<file path="config.mk">
export PLATFORM = sky130hd
export DESIGN_NAME = fp_minmax_unit
export DESIGN_NICKNAME = d
export VERILOG_FILES = /design/src/rtl/fpmm_pkg.sv /design/src/rtl/fpmm_classify.sv /design/src/rtl/fpmm_order.sv /design/src/rtl/fpmm_select.sv /design/src/rtl/fpmm_stage.sv /design/src/rtl/fp_minmax_unit.sv
export SDC_FILE = /design/constraint.sdc
export NUM_CORES = 1
export LEC_CHECK = 0
export ABC_CLOCK_PERIOD_IN_PS = 3300
export BUFFER_PORTS_ARGS = -buffer_cell sky130_fd_sc_hd__buf_2
export CAP_MARGIN = 20
export CELL_PAD_IN_SITES_DETAIL_PLACEMENT = 0
export CELL_PAD_IN_SITES_GLOBAL_PLACEMENT = 2
export CORE_ASPECT_RATIO = 1.1
export CORE_MARGIN = 2
export CORE_UTILIZATION = 33
export CTS_CLUSTER_SIZE = 16
export DETAILED_ROUTE_END_ITERATION = 10
export PLACE_DENSITY = 0.87
export REMOVE_ABC_BUFFERS = 1
export SYNTH_ARGS = -nofsm -noshare
export SYNTH_HDL_FRONTEND = slang
export SYNTH_SLANG_ARGS = --single-unit
</file>
<file path="constraint.sdc">
create_clock -name clk -period 3.3 [get_ports clk]
set_input_delay 0.66 -clock clk [delete_from_list [all_inputs] [get_ports clk]]
set_output_delay 0.66 -clock clk [all_outputs]
set_load 0.02 [all_outputs]
</file>
<file path="src/rtl/fpmm_pkg.sv">
package fpmm_pkg;

  // Classification of one operand after optional denormal flushing.
  typedef struct packed {
    logic is_nan;
    logic is_snan;
    logic is_qnan;
    logic is_zero;
    logic is_denorm;
  } fpmm_class_t;

  function automatic int fpmm_width(input bit dbl);
    return dbl ? 64 : 32;
  endfunction

  function automatic int fpmm_exp_width(input bit dbl);
    return dbl ? 11 : 8;
  endfunction

endpackage

</file>
<file path="src/rtl/fpmm_classify.sv">
module fpmm_classify
  import fpmm_pkg::*;
#(
  parameter int W  = 32,
  parameter int EW = 8
) (
  input  logic [W-1:0] op,
  input  logic         ftz,
  output logic [W-1:0] val,
  output fpmm_class_t  cls
);
  localparam int MW = W - EW - 1;

  logic [EW-1:0] exp_f;
  logic [MW-1:0] man_f;
  logic          exp_max;
  logic          exp_min;
  logic          man_nz;

  assign exp_f   = op[W-2:MW];
  assign man_f   = op[MW-1:0];
  assign exp_max = &exp_f;
  assign exp_min = ~|exp_f;
  assign man_nz  = |man_f;

  always_comb begin
    cls.is_nan    = exp_max & man_nz;
    cls.is_qnan   = exp_max & man_f[MW-1];
    cls.is_snan   = exp_max & man_nz & ~man_f[MW-1];
    cls.is_denorm = exp_min & man_nz;
    cls.is_zero   = exp_min & (~man_nz | ftz);
    if (ftz && exp_min && man_nz) begin
      val = {op[W-1], {(W-1){1'b0}}};
    end else begin
      val = op;
    end
  end
endmodule

</file>
<file path="src/rtl/fpmm_order.sv">
module fpmm_order #(
  parameter int W = 32
) (
  input  logic [W-1:0] a,
  input  logic [W-1:0] b,
  output logic         a_below,
  output logic         b_below
);
  logic         sa;
  logic         sb;
  logic [W-2:0] ma;
  logic [W-2:0] mb;
  logic         mag_lt;
  logic         mag_gt;

  assign sa     = a[W-1];
  assign sb     = b[W-1];
  assign ma     = a[W-2:0];
  assign mb     = b[W-2:0];
  assign mag_lt = ma < mb;
  assign mag_gt = mb < ma;

  always_comb begin
    if (sa != sb) begin
      a_below = sa;
      b_below = sb;
    end else if (!sa) begin
      a_below = mag_lt;
      b_below = mag_gt;
    end else begin
      a_below = mag_gt;
      b_below = mag_lt;
    end
  end
endmodule

</file>
<file path="src/rtl/fpmm_select.sv">
module fpmm_select
  import fpmm_pkg::*;
#(
  parameter int W  = 32,
  parameter int EW = 8
) (
  input  logic [W-1:0] a,
  input  logic [W-1:0] b,
  input  fpmm_class_t  ca,
  input  fpmm_class_t  cb,
  input  logic         a_below,
  input  logic         b_below,
  input  logic         sel_min,
  input  logic         ieee_mode,
  input  logic         dflt_nan,
  output logic [W-1:0] res,
  output logic         invalid
);
  localparam int MW = W - EW - 1;
  localparam logic [W-1:0] CANON_NAN = {1'b0, {EW{1'b1}}, 1'b1, {(MW-1){1'b0}}};
  localparam logic [W-1:0] QUIET_BIT = {{(W-MW){1'b0}}, 1'b1, {(MW-1){1'b0}}};

  logic         any_nan;
  logic         keep_b;
  logic         keep_a;
  logic [W-1:0] first_nan;
  logic [W-1:0] numeric;

  assign any_nan   = ca.is_nan | cb.is_nan;
  assign keep_b    = ieee_mode & ca.is_qnan & ~cb.is_nan;
  assign keep_a    = ieee_mode & cb.is_qnan & ~ca.is_nan;
  assign first_nan = (ca.is_nan ? a : b) | QUIET_BIT;
  assign numeric   = sel_min ? (b_below ? b : a) : (a_below ? b : a);

  always_comb begin
    invalid = ca.is_snan | cb.is_snan;
    if (!any_nan)     res = numeric;
    else if (keep_b)  res = b;
    else if (keep_a)  res = a;
    else if (dflt_nan) res = CANON_NAN;
    else              res = first_nan;
  end
endmodule

</file>
<file path="src/rtl/fpmm_stage.sv">
module fpmm_stage #(
  parameter int W          = 32,
  parameter bit REGISTERED = 1'b1
) (
  input  logic         clk,
  input  logic         rst_n,
  input  logic         in_valid,
  output logic         in_ready,
  input  logic [W-1:0] d_res,
  input  logic         d_inv,
  output logic         out_valid,
  input  logic         out_ready,
  output logic [W-1:0] q_res,
  output logic         q_inv
);
  generate
    if (REGISTERED) begin : g_reg
      logic         vld_q;
      logic [W-1:0] res_q;
      logic         inv_q;
      logic         take;

      assign in_ready = ~vld_q | out_ready;
      assign take     = in_valid & in_ready;

      always_ff @(posedge clk or negedge rst_n) begin
        if (!rst_n) begin
          vld_q <= 1'b0;
          res_q <= '0;
          inv_q <= 1'b0;
        end else begin
          if (take) begin
            vld_q <= 1'b1;
            res_q <= d_res;
            inv_q <= d_inv;
          end else if (out_ready) begin
            vld_q <= 1'b0;
          end
        end
      end

      assign out_valid = vld_q;
      assign q_res     = res_q;
      assign q_inv     = inv_q;
    end else begin : g_comb
      assign in_ready  = out_ready;
      assign out_valid = in_valid;
      assign q_res     = d_res;
      assign q_inv     = d_inv;
    end
  endgenerate
endmodule

</file>
<file path="src/rtl/fp_minmax_unit.sv">
module fp_minmax_unit
  import fpmm_pkg::*;
#(
  parameter bit DOUBLE     = 1'b0,
  parameter bit REGISTERED = 1'b1,
  localparam int W  = fpmm_width(DOUBLE),
  localparam int EW = fpmm_exp_width(DOUBLE)
) (
  input  logic         clk,
  input  logic         rst_n,
  input  logic         in_valid,
  output logic         in_ready,
  input  logic [W-1:0] op_a,
  input  logic [W-1:0] op_b,
  input  logic         sel_min,
  input  logic         ieee_mode,
  input  logic         ftz_en,
  input  logic         dflt_nan,
  output logic         out_valid,
  input  logic         out_ready,
  output logic [W-1:0] result,
  output logic         invalid
);
  logic [1:0][W-1:0] raw;
  logic [1:0][W-1:0] flushed;
  fpmm_class_t       cls [2];
  logic              a_below;
  logic              b_below;
  logic [W-1:0]      sel_res;
  logic              sel_inv;

  assign raw[0] = op_a;
  assign raw[1] = op_b;

  generate
    for (genvar i = 0; i < 2; i++) begin : g_cls
      fpmm_classify #(.W(W), .EW(EW)) cls_i (
        .op  (raw[i]),
        .ftz (ftz_en),
        .val (flushed[i]),
        .cls (cls[i])
      );
    end
  endgenerate

  fpmm_order #(.W(W)) order_i (
    .a       (flushed[0]),
    .b       (flushed[1]),
    .a_below (a_below),
    .b_below (b_below)
  );

  fpmm_select #(.W(W), .EW(EW)) select_i (
    .a         (flushed[0]),
    .b         (flushed[1]),
    .ca        (cls[0]),
    .cb        (cls[1]),
    .a_below   (a_below),
    .b_below   (b_below),
    .sel_min   (sel_min),
    .ieee_mode (ieee_mode),
    .dflt_nan  (dflt_nan),
    .res       (sel_res),
    .invalid   (sel_inv)
  );

  fpmm_stage #(.W(W), .REGISTERED(REGISTERED)) stage_i (
    .clk       (clk),
    .rst_n     (rst_n),
    .in_valid  (in_valid),
    .in_ready  (in_ready),
    .d_res     (sel_res),
    .d_inv     (sel_inv),
    .out_valid (out_valid),
    .out_ready (out_ready),
    .q_res     (result),
    .q_inv     (invalid)
  );
endmodule

</file>
==> flow_summary.ini, run 1 <==
[yosys]
synth_flop_cell = dfrtp_1
async_flop_share = 1.00
yosys-top-cells-area = dfrtp_1 (21%), ha_1 (10%), o21ai_0 (6.7%)
yosysSeqAreaShare = 0.212
synth_area_sq_mm = 0.00402
yosys_warnings = 0
yosysTopAreaCellShare = 0.212
ys_types = 67
ys_ff_latch = 34
synth_area_per_cell_sq_um = 7.59
synth_area_leader_cell = dfrtp_1
synth_edf_count = 0
syn_inst = 529

[cells_and_area]
num_antenna_cells = 0
final_common_cell = buf_4
finalNetCount = 861
layout-drive-gt1-share = 0.482
syn2layout_area_growth_pct = 67.0
layout_common_cells = buf_4 (127), buf_2 (101), nand2_1 (43)

[placement]
place_congestion = 1.04
hpwl_um = 12500
io_buffers = 106

[clock_network]
h-tree-depth = 2
clk_latency_ps = 290
cts.clk_slew.worst_paths_ps = 60
cts_buffers = 5
cts_tree = yes
clock_sinks = 34
cts_root_buf = clkbuf_16
cts_buffer_depth = 2
hold_buffers = 0

[power]
total_power_uw = 2140
pwr_density_cell_mw_per_mm2 = 319
power.leakage_uw = 0.00293
ir_drop_mv = 0.214

[worst_setup_path]
end_kind = flip-flop
r2r-start = stage_i.out_valid
critPathArrivalTime_ps = 4320
path_cells = buf_6 -> nor4_4 -> nand4_1 -> o2111ai_4 -> buf_4 -> buf_6 -> nand2_2 -> ha_4 -> nand4_1 -> or4_4 -> nor3_4 -> a21boi_4 -> buf_4 -> buf_6 -> nor3_2 -> a21oi_2 -> o21ai_1 -> o32a_1
path_depth = 18
cp-start-kind = primary input
crit_family = simple AND/OR/NAND/NOR gates
crit_required_ps = 3470
cpMostUsedCell = buf_6
critPathMaxFanout = 5
reg2reg_depth = 5
endpoint = stage_i.q_res[8]
r2r_slack_ps = 1570
max_stage_delay_ps = 590
r2r_end = stage_i.q_res[2]
crit_type = in -> reg
critPathLaunch = op_a[22]
cp_slowest_cell = or4_4
worst-path-buf-inv = 5

[sta]
hold_viol = 0
rsz0062_at_grt = yes
setup_slack_ps = -848
min_period_ps = 4150
setup_violations = 31
skew_ps = 6.19
relSlewSlack = 0.313
timing.final.crit_share = 1.26
slew_violations = 0
max_freq_mhz = 241
worst_slew_pin_slew_ps = 1020
holdWs_ps = 476

[die]
start_util = 0.335
placeableCoreArea_sq_mm = 0.0120
fp.dieH_um = 120
die_x_um = 109
rows = 42
design.portCount = 107
die_area_sq_mm = 0.0131

[job]
cap_violations = 0

[global_route]
grt_max_degree = 35
track_usage = 0.272
grt_pass1_vias = 5318
gr-total-overflow = 0
grt_pass1_wl_um = 27700
grt_antenna_before_repair = 0

[routing]
first_pass_iters = 5
drc = 0
ant_nets = 0
drt-initial-drc-count = 307
via_per_inst = 5.82
detail_route.wl_per_cell_um = 19.9
finalWirelength_um = 18100
num_vias = 5304

[outcome]
violations = negative setup slack
status = finished with violations

[min_path]
hp-class = reg -> reg
min_from = stage_i.q_res[31]
through the flow:
| step | cell area [sq um] | cells | setup slack (ps) | util | setup TNS [ps] |
|---|---|---|---|---|---|
| after floorplan | 3840 | 492 | -1900 | - | -56360 |
| after global placement | 5520 | 870 | -1130 | 0.460 | -32630 |
| after detailed placement | 5520 | 870 | -1300 | 0.460 | -36300 |
| after CTS | 6560 | 903 | -610 | 0.548 | -17560 |
| after global routing | 6710 | 911 | -926 | 0.560 | -27210 |
| final | 6710 | 911 | -848 | 0.560 | -24130 |
synthesized netlist by cell type (all sizes together) (2+ instances only):
cell type	number
o21ai	62
nand2	58
a21oi	44
dfrtp	34
ha	33
nor2	33
clkbuf	25
a31oi	22
and2	22
inv	18
nand3	17
o21bai	16
nand4	15
nor4	13
buf	12
nor3	12
o221ai	11
mux2i	9
o31ai	9
o311a	8
o21a	6
or3	5
a21boi	3
a21o	3
a221o	3
a32oi	3
and3	3
nand2b	3
o211ai	3
a211o	2
a211oi	2
a22oi	2
and3b	2
area by class of cell:
type / instances / area, sq um
Fill cell: 1110 / 5270
Multi-Input combinational cell: 443 / 3530
Timing Repair Buffer: 254 / 1900
Sequential cell: 34 / 851
Tap cell: 154 / 193
Clock buffer: 5 / 125
Inverter: 18 / 67.6
Clock inverter: 3 / 45.0
report_power, final:
part | switching [uW] | internal (uW) | total, uW
combinational | 578 | 456 | 1030
sequential | 42.1 | 492 | 534
clock | 212 | 357 | 568
total | 832 | 1300 | 2140
what timing repair did:
item | in CTS | in global routing
buffers inserted | 21 | 8
pin swaps | 90 | 26
endpoints found under the setup margin | 31 | 31
gates cloned | 7 | 0
resized for setup | 128 | 30
state kept, by name, indices dropped and copies added (netlist names):
signal / flops
stage_i.out_valid: 1
stage_i.q_res: 32
stage_i.q_inv: 1
worst reg2reg max path: stages (launching register included):
cell	delay, ps
dfrtp_1	380
nand2b_1	120
and2_1	480
buf_4	420
nor2_1	80
a31oi_1	160
cell families after synthesis:
family                   count (synthesis)  share of synthesized area
flip-flops                              34                      0.212
multiplexers                            10                     0.0252
AO/OA/AOI/OAI                          209                      0.355
adder cells (fa/ha/maj)                 33                      0.103
buffers and inverters                   55                     0.0617
AND/OR/NAND/NOR                        188                      0.244
worst min-delay path by stage:
stage | endpoint | slack (ps) | cells after the start
3_5_place_dp | stage_i.q_res[26] | 460 | 2
5_1_grt | stage_i.q_res[26] | 500 | 2
6_report | stage_i.q_res[31] | 480 | 2
4_1_cts | stage_i.q_res[31] | 480 | 2
3_3_place_gp | stage_i.q_res[26] | 470 | 2
2_1_floorplan | stage_i.out_valid | 360 | 0
routing by layer:
layer	share of wire	GRT usage	up-vias	wire length, um
met4	0.025	0.0815	0	446
li1	-	-	2477	-
met3	0.066	0.0429	41	1200
met1	0.40	0.326	2532	7240
met2	0.51	0.493	254	9270
met5	0	0	-	0
(Power assumes the default switching activity.)
==> run 2: changes to the inputs <==
Settings changed: CORE_ASPECT_RATIO 1.1 to 2, RECOVER_POWER from default to 25.
==> run 2 against run 1 <==
Critical path depth grew 2; design area down 2.5%; critical path type unchanged; maximum frequency about the same; clock skew shrank 2.5 ps; via count down 1.9%; first-iteration DRC count down 8.8%; clock power down 14%; count of clock-buffer cells in the layout rose by 1; cell count increased by 0.22%; the flow finishes with violations (max-capacitance violations, max-slew violations, negative setup slack); power fell by 6.8%; hold slack barely moved; combinational power shrank 5%.
==> flow_summary.ini, run 2 (synthesis results as in run 1) <==
[worst_setup_path]
path_cells = buf_6 -> nor4_4 -> buf_4 -> nand4_1 -> o2111ai_4 -> buf_6 -> nand2_4 -> ha_4 -> nand4_1 -> buf_4 -> or3_4 -> o211ai_2 -> buf_4 -> o21ai_2 -> a21oi_4 -> buf_6 -> nor3_4 -> buf_12 -> o21bai_1 -> a31oi_1
critPathArrivalTime_ps = 4310
end_kind = flip-flop
cp_slowest_cell = o2111ai_4
crit_required_ps = 3460
max_stage_delay_ps = 350
critPathMaxFanout = 15
r2r_slack_ps = 1750
cp-start-kind = primary input
crit_type = in -> reg

[routing]
first_pass_iters = 5
drt-initial-drc-count = 280
finalWirelength_um = 17700
num_vias = 5205
ant_nets = 0
drc = 0
via_per_inst = 5.70
detail_route.wl_per_cell_um = 19.3

[global_route]
gr-total-overflow = 0
grt_max_degree = 35
track_usage = 0.268
grt_antenna_before_repair = 0
grt_pass1_vias = 5085
grt_pass1_wl_um = 26800

[sta]
min_period_ps = 4150
setup_slack_ps = -849
timing.final.crit_share = 1.26
timing.setup.tns_ps = -24290
skew_ps = 3.74
rsz0062_at_grt = yes
relSlewSlack = -0.387
holdWs_ps = 476
slew_violations = 35
worst_slew_pin_slew_ps = 2080
setup_violations = 31
hold_viol = 0
max_freq_mhz = 241

[power]
ir_drop_mv = 0.180
power.leakage_uw = 0.00291
pwr_density_cell_mw_per_mm2 = 305
total_power_uw = 1990

[clock_network]
cts_buffers = 5
clk_latency_ps = 290
cts_tree = yes
hold_buffers = 0
clock_sinks = 34
cts_root_buf = clkbuf_16
cts_buffer_depth = 2
h-tree-depth = 2
cts.clk_slew.worst_paths_ps = 60

[cells_and_area]
finalNetCount = 872
final_common_cell = buf_4
syn2layout_area_growth_pct = 62.7
layout_common_cells = buf_4 (137), buf_2 (105), nand2_1 (44)
num_antenna_cells = 0
largest_reg_flops = 32
post-route-util = 0.546
layout-drive-gt1-share = 0.477

[die]
start_util = 0.335
die_x_um = 82.0
design.portCount = 107
rows = 57
die_area_sq_mm = 0.0131
fp.dieH_um = 160
placeableCoreArea_sq_mm = 0.0120

[placement]
place_congestion = 0.928
hpwl_um = 12700
io_buffers = 106

[job]
cap_violations = 1

[outcome]
violations = max-capacitance violations, max-slew violations, negative setup slack
status = finished with violations

[min_path]
hp-class = reg -> reg
## run 2: layer usage
metal,GRT usage,wire [um]
met1,0.327,7030
met2,0.454,8970
met3,0.0266,927
met4,0.132,734
met5,0,0
## run 2: stage by stage
step,instance area (sq um),cells,setup WS (ps)
floorplan,3840,492,-1900
CTS,6240,901,-673
global placement,5600,876,-1140
detailed placement,5600,876,-1220
finish,6540,913,-849
global route,6540,913,-943
## run 2: worst paths after layout
| kind | cells after the start | end | start |
|---|---|---|---|
| setup / recovery | 20 | stage_i.q_res[13] | op_a[0] |
| min in group asynchronous | 1 | stage_i.q_res[5] | rst_n |
| max in group asynchronous | 1 | stage_i.q_res[20] | rst_n |
| setup reg to reg | 5 | stage_i.q_res[1] | stage_i.out_valid |
| hold / removal | 2 | stage_i.q_res[24] | stage_i.q_res[24] |
| hold reg to reg | 2 | stage_i.q_res[24] | stage_i.q_res[24] |
## run 2: timing repair
action	CTS	global route
pin swaps	44	36
cloned	6	0
setup buffers	13	12
endpoints found under the setup margin	31	31
gates resized for setup	74	51
## run 2: power breakdown
part | switching, uW | internal [uW]
clock | 195 | 292
combinational | 552 | 422
sequential | 39.4 | 492
total | 786 | 1210
## run 2: final cells by class
type | count | area (sq um)
Sequential cell | 34 | 851
Tap cell | 147 | 184
Inverter | 18 | 67.6
Timing Repair Buffer | 265 | 1850
Fill cell | 1162 | 5440
Multi-Input combinational cell | 443 | 3450
Clock buffer | 6 | 139
## run 2: worst max-delay path, delay by kind of cell
kind,cells,cell delay [ps]
buffers and inverters,7,1130
AO/OA/AOI/OAI,6,1170
adder cells (fa/ha/maj),1,260
AND/OR/NAND/NOR,6,1080
==> run 3: changes to the inputs <==
Settings changed: CAP_MARGIN 20 to 30, SETUP_SLACK_MARGIN from default to 0.1.
==> run 3 against run 2 <==
The run still ends with max-capacitance violations, max-slew violations, negative setup slack left; sequential power about the same; register-to-register slack about the same; clock power hardly changed; clock skew unchanged; largest power group unchanged; design area did not move; critical path depth is the same; power is the same; via count unchanged.
==> flow_summary.ini, run 3 (synthesis results as in run 1) <==
[cells_and_area]
layout-drive-gt1-share = 0.477
num_antenna_cells = 0
finalNonFillerCells = 913
final_common_cell = buf_4
syn2layout_area_growth_pct = 62.7
finalNetCount = 872
layout_common_cells = buf_4 (137), buf_2 (105), nand2_1 (44)
largest_reg_flops = 32

[sta]
slew_violations = 35
max_freq_mhz = 241
setup_slack_ps = -849
relSlewSlack = -0.387
skew_ps = 3.74
worst_slew_pin_slew_ps = 2080
min_period_ps = 4150
rsz0062_at_grt = yes
holdWs_ps = 476
setup_violations = 31
hold_viol = 0
timing.final.crit_share = 1.26

[clock_network]
cts_tree = yes
hold_buffers = 0
h-tree-depth = 2
clock_sinks = 34
cts_root_buf = clkbuf_16
cts_buffers = 5
cts.clk_slew.worst_paths_ps = 60
cts_buffer_depth = 2
clk_latency_ps = 290

[global_route]
grt_pass1_vias = 5085
track_usage = 0.268
grt_pass1_wl_um = 26800
grt_max_degree = 35
grt_antenna_before_repair = 0
gr-total-overflow = 0

[power]
power.leakage_uw = 0.00291
ir_drop_mv = 0.180
internal-power_uw = 1210
seqPwrFrac = 0.267
clkPwrFrac = 0.245
total_power_uw = 1990
p_sw_uw = 786
swShare = 0.395
combPwrFrac = 0.489
pwr_density_cell_mw_per_mm2 = 305

[placement]
place_congestion = 0.928
io_buffers = 106
dp_cells = 876
hpwl_um = 12700

[die]
start_util = 0.335
design.portCount = 107
rows = 57
die_x_um = 82.0
die_area_sq_mm = 0.0131
fp.dieH_um = 160
placeableCoreArea_sq_mm = 0.0120

[worst_setup_path]
end_kind = flip-flop
worst-path-buf-inv = 7
path_cells = buf_6 -> nor4_4 -> buf_4 -> nand4_1 -> o2111ai_4 -> buf_6 -> nand2_4 -> ha_4 -> nand4_1 -> buf_4 -> or3_4 -> o211ai_2 -> buf_4 -> o21ai_2 -> a21oi_4 -> buf_6 -> nor3_4 -> buf_12 -> o21bai_1 -> a31oi_1
critPathArrivalTime_ps = 4310
max_stage_delay_ps = 350
crit_required_ps = 3460
crit_family = compound AO/OA/AOI/OAI gates
cp-start-kind = primary input
critPathMaxFanout = 15
crit_type = in -> reg
cp_slowest_cell = o2111ai_4

[routing]
num_vias = 5205
finalWirelength_um = 17700
via_per_inst = 5.70
drt-initial-drc-count = 280
drc = 0
ant_nets = 0
first_pass_iters = 5
detail_route.wl_per_cell_um = 19.3

[job]
cap_violations = 1

[min_path]
hp-class = reg -> reg

[outcome]
violations = max-capacitance violations, max-slew violations, negative setup slack
status = finished with violations
run 3: cell counts in the layout (fill, tap and decap cells not counted):
No cell type changed its count.
run 3: final cells by class:
type | count | area, sq um
multi-input cells | 443 | 3450
repair buffers | 265 | 1850
clock buffers | 6 | 139
fillers | 1162 | 5440
well taps | 147 | 184
inverters | 18 | 67.6
flip-flops and latches | 34 | 851
run 3: repair_timing:
item,4_1_cts,5_1_grt
buffers inserted,13,12
endpoints found under the setup margin,31,31
pin swaps,44,36
gates resized for setup,74,51
gates cloned,6,0
run 3: path summary, 6_finish.rpt:
path / startpoint / end / slack [ps] / depth (start not counted)
min in group asynchronous: rst_n / stage_i.q_res[5] / 970 / 1
max reg2reg: stage_i.out_valid / stage_i.q_res[1] / 1750 / 5
max in group asynchronous: rst_n / stage_i.q_res[20] / 1140 / 1
min reg2reg: stage_i.q_res[24] / stage_i.q_res[24] / 480 / 2
max: op_a[0] / stage_i.q_res[13] / -850 / 20
min: stage_i.q_res[24] / stage_i.q_res[24] / 480 / 2
run 3: through the flow:
step                      instance area [sq um]  utilization  setup TNS [ps]  setup slack (ps)
after floorplan                            3840            -          -56360             -1900
after global placement                     5600        0.468          -33810             -1140
after detailed placement                   5600        0.468          -35510             -1220
after CTS                                  6240        0.521          -18740              -673
after global routing                       6540        0.546          -28020              -943
final                                      6540        0.546          -24290              -849
run 3: layer usage:
| metal | global-route usage | vias to the layer above | wire (um) | part of all wire |
|---|---|---|---|---|
| li1 | - | 2499 | - | - |
| met1 | 0.327 | 2458 | 7030 | 0.40 |
| met2 | 0.454 | 207 | 8970 | 0.51 |
| met3 | 0.0266 | 41 | 927 | 0.052 |
| met4 | 0.132 | 0 | 734 | 0.042 |
| met5 | 0 | - | 0 | 0 |
run 3: power groups by stage:
stage / clock, uW / sequential (uW) / combinational [uW]
2_1_floorplan: 0 / 632 / 353
3_3_place_gp: 0 / 538 / 846
3_5_place_dp: 0 / 539 / 849
4_1_cts: 497 / 533 / 920
5_1_grt: 509 / 542 / 1050
6_report: 487 / 532 / 974
run 3: worst register-to-register path, stage by stage, from the launching register on:
cell and delay [ps]:
dfrtp_1 370, nand2b_1 120, and2_1 370, buf_4 350, nor2_1 80, a31oi_1 180
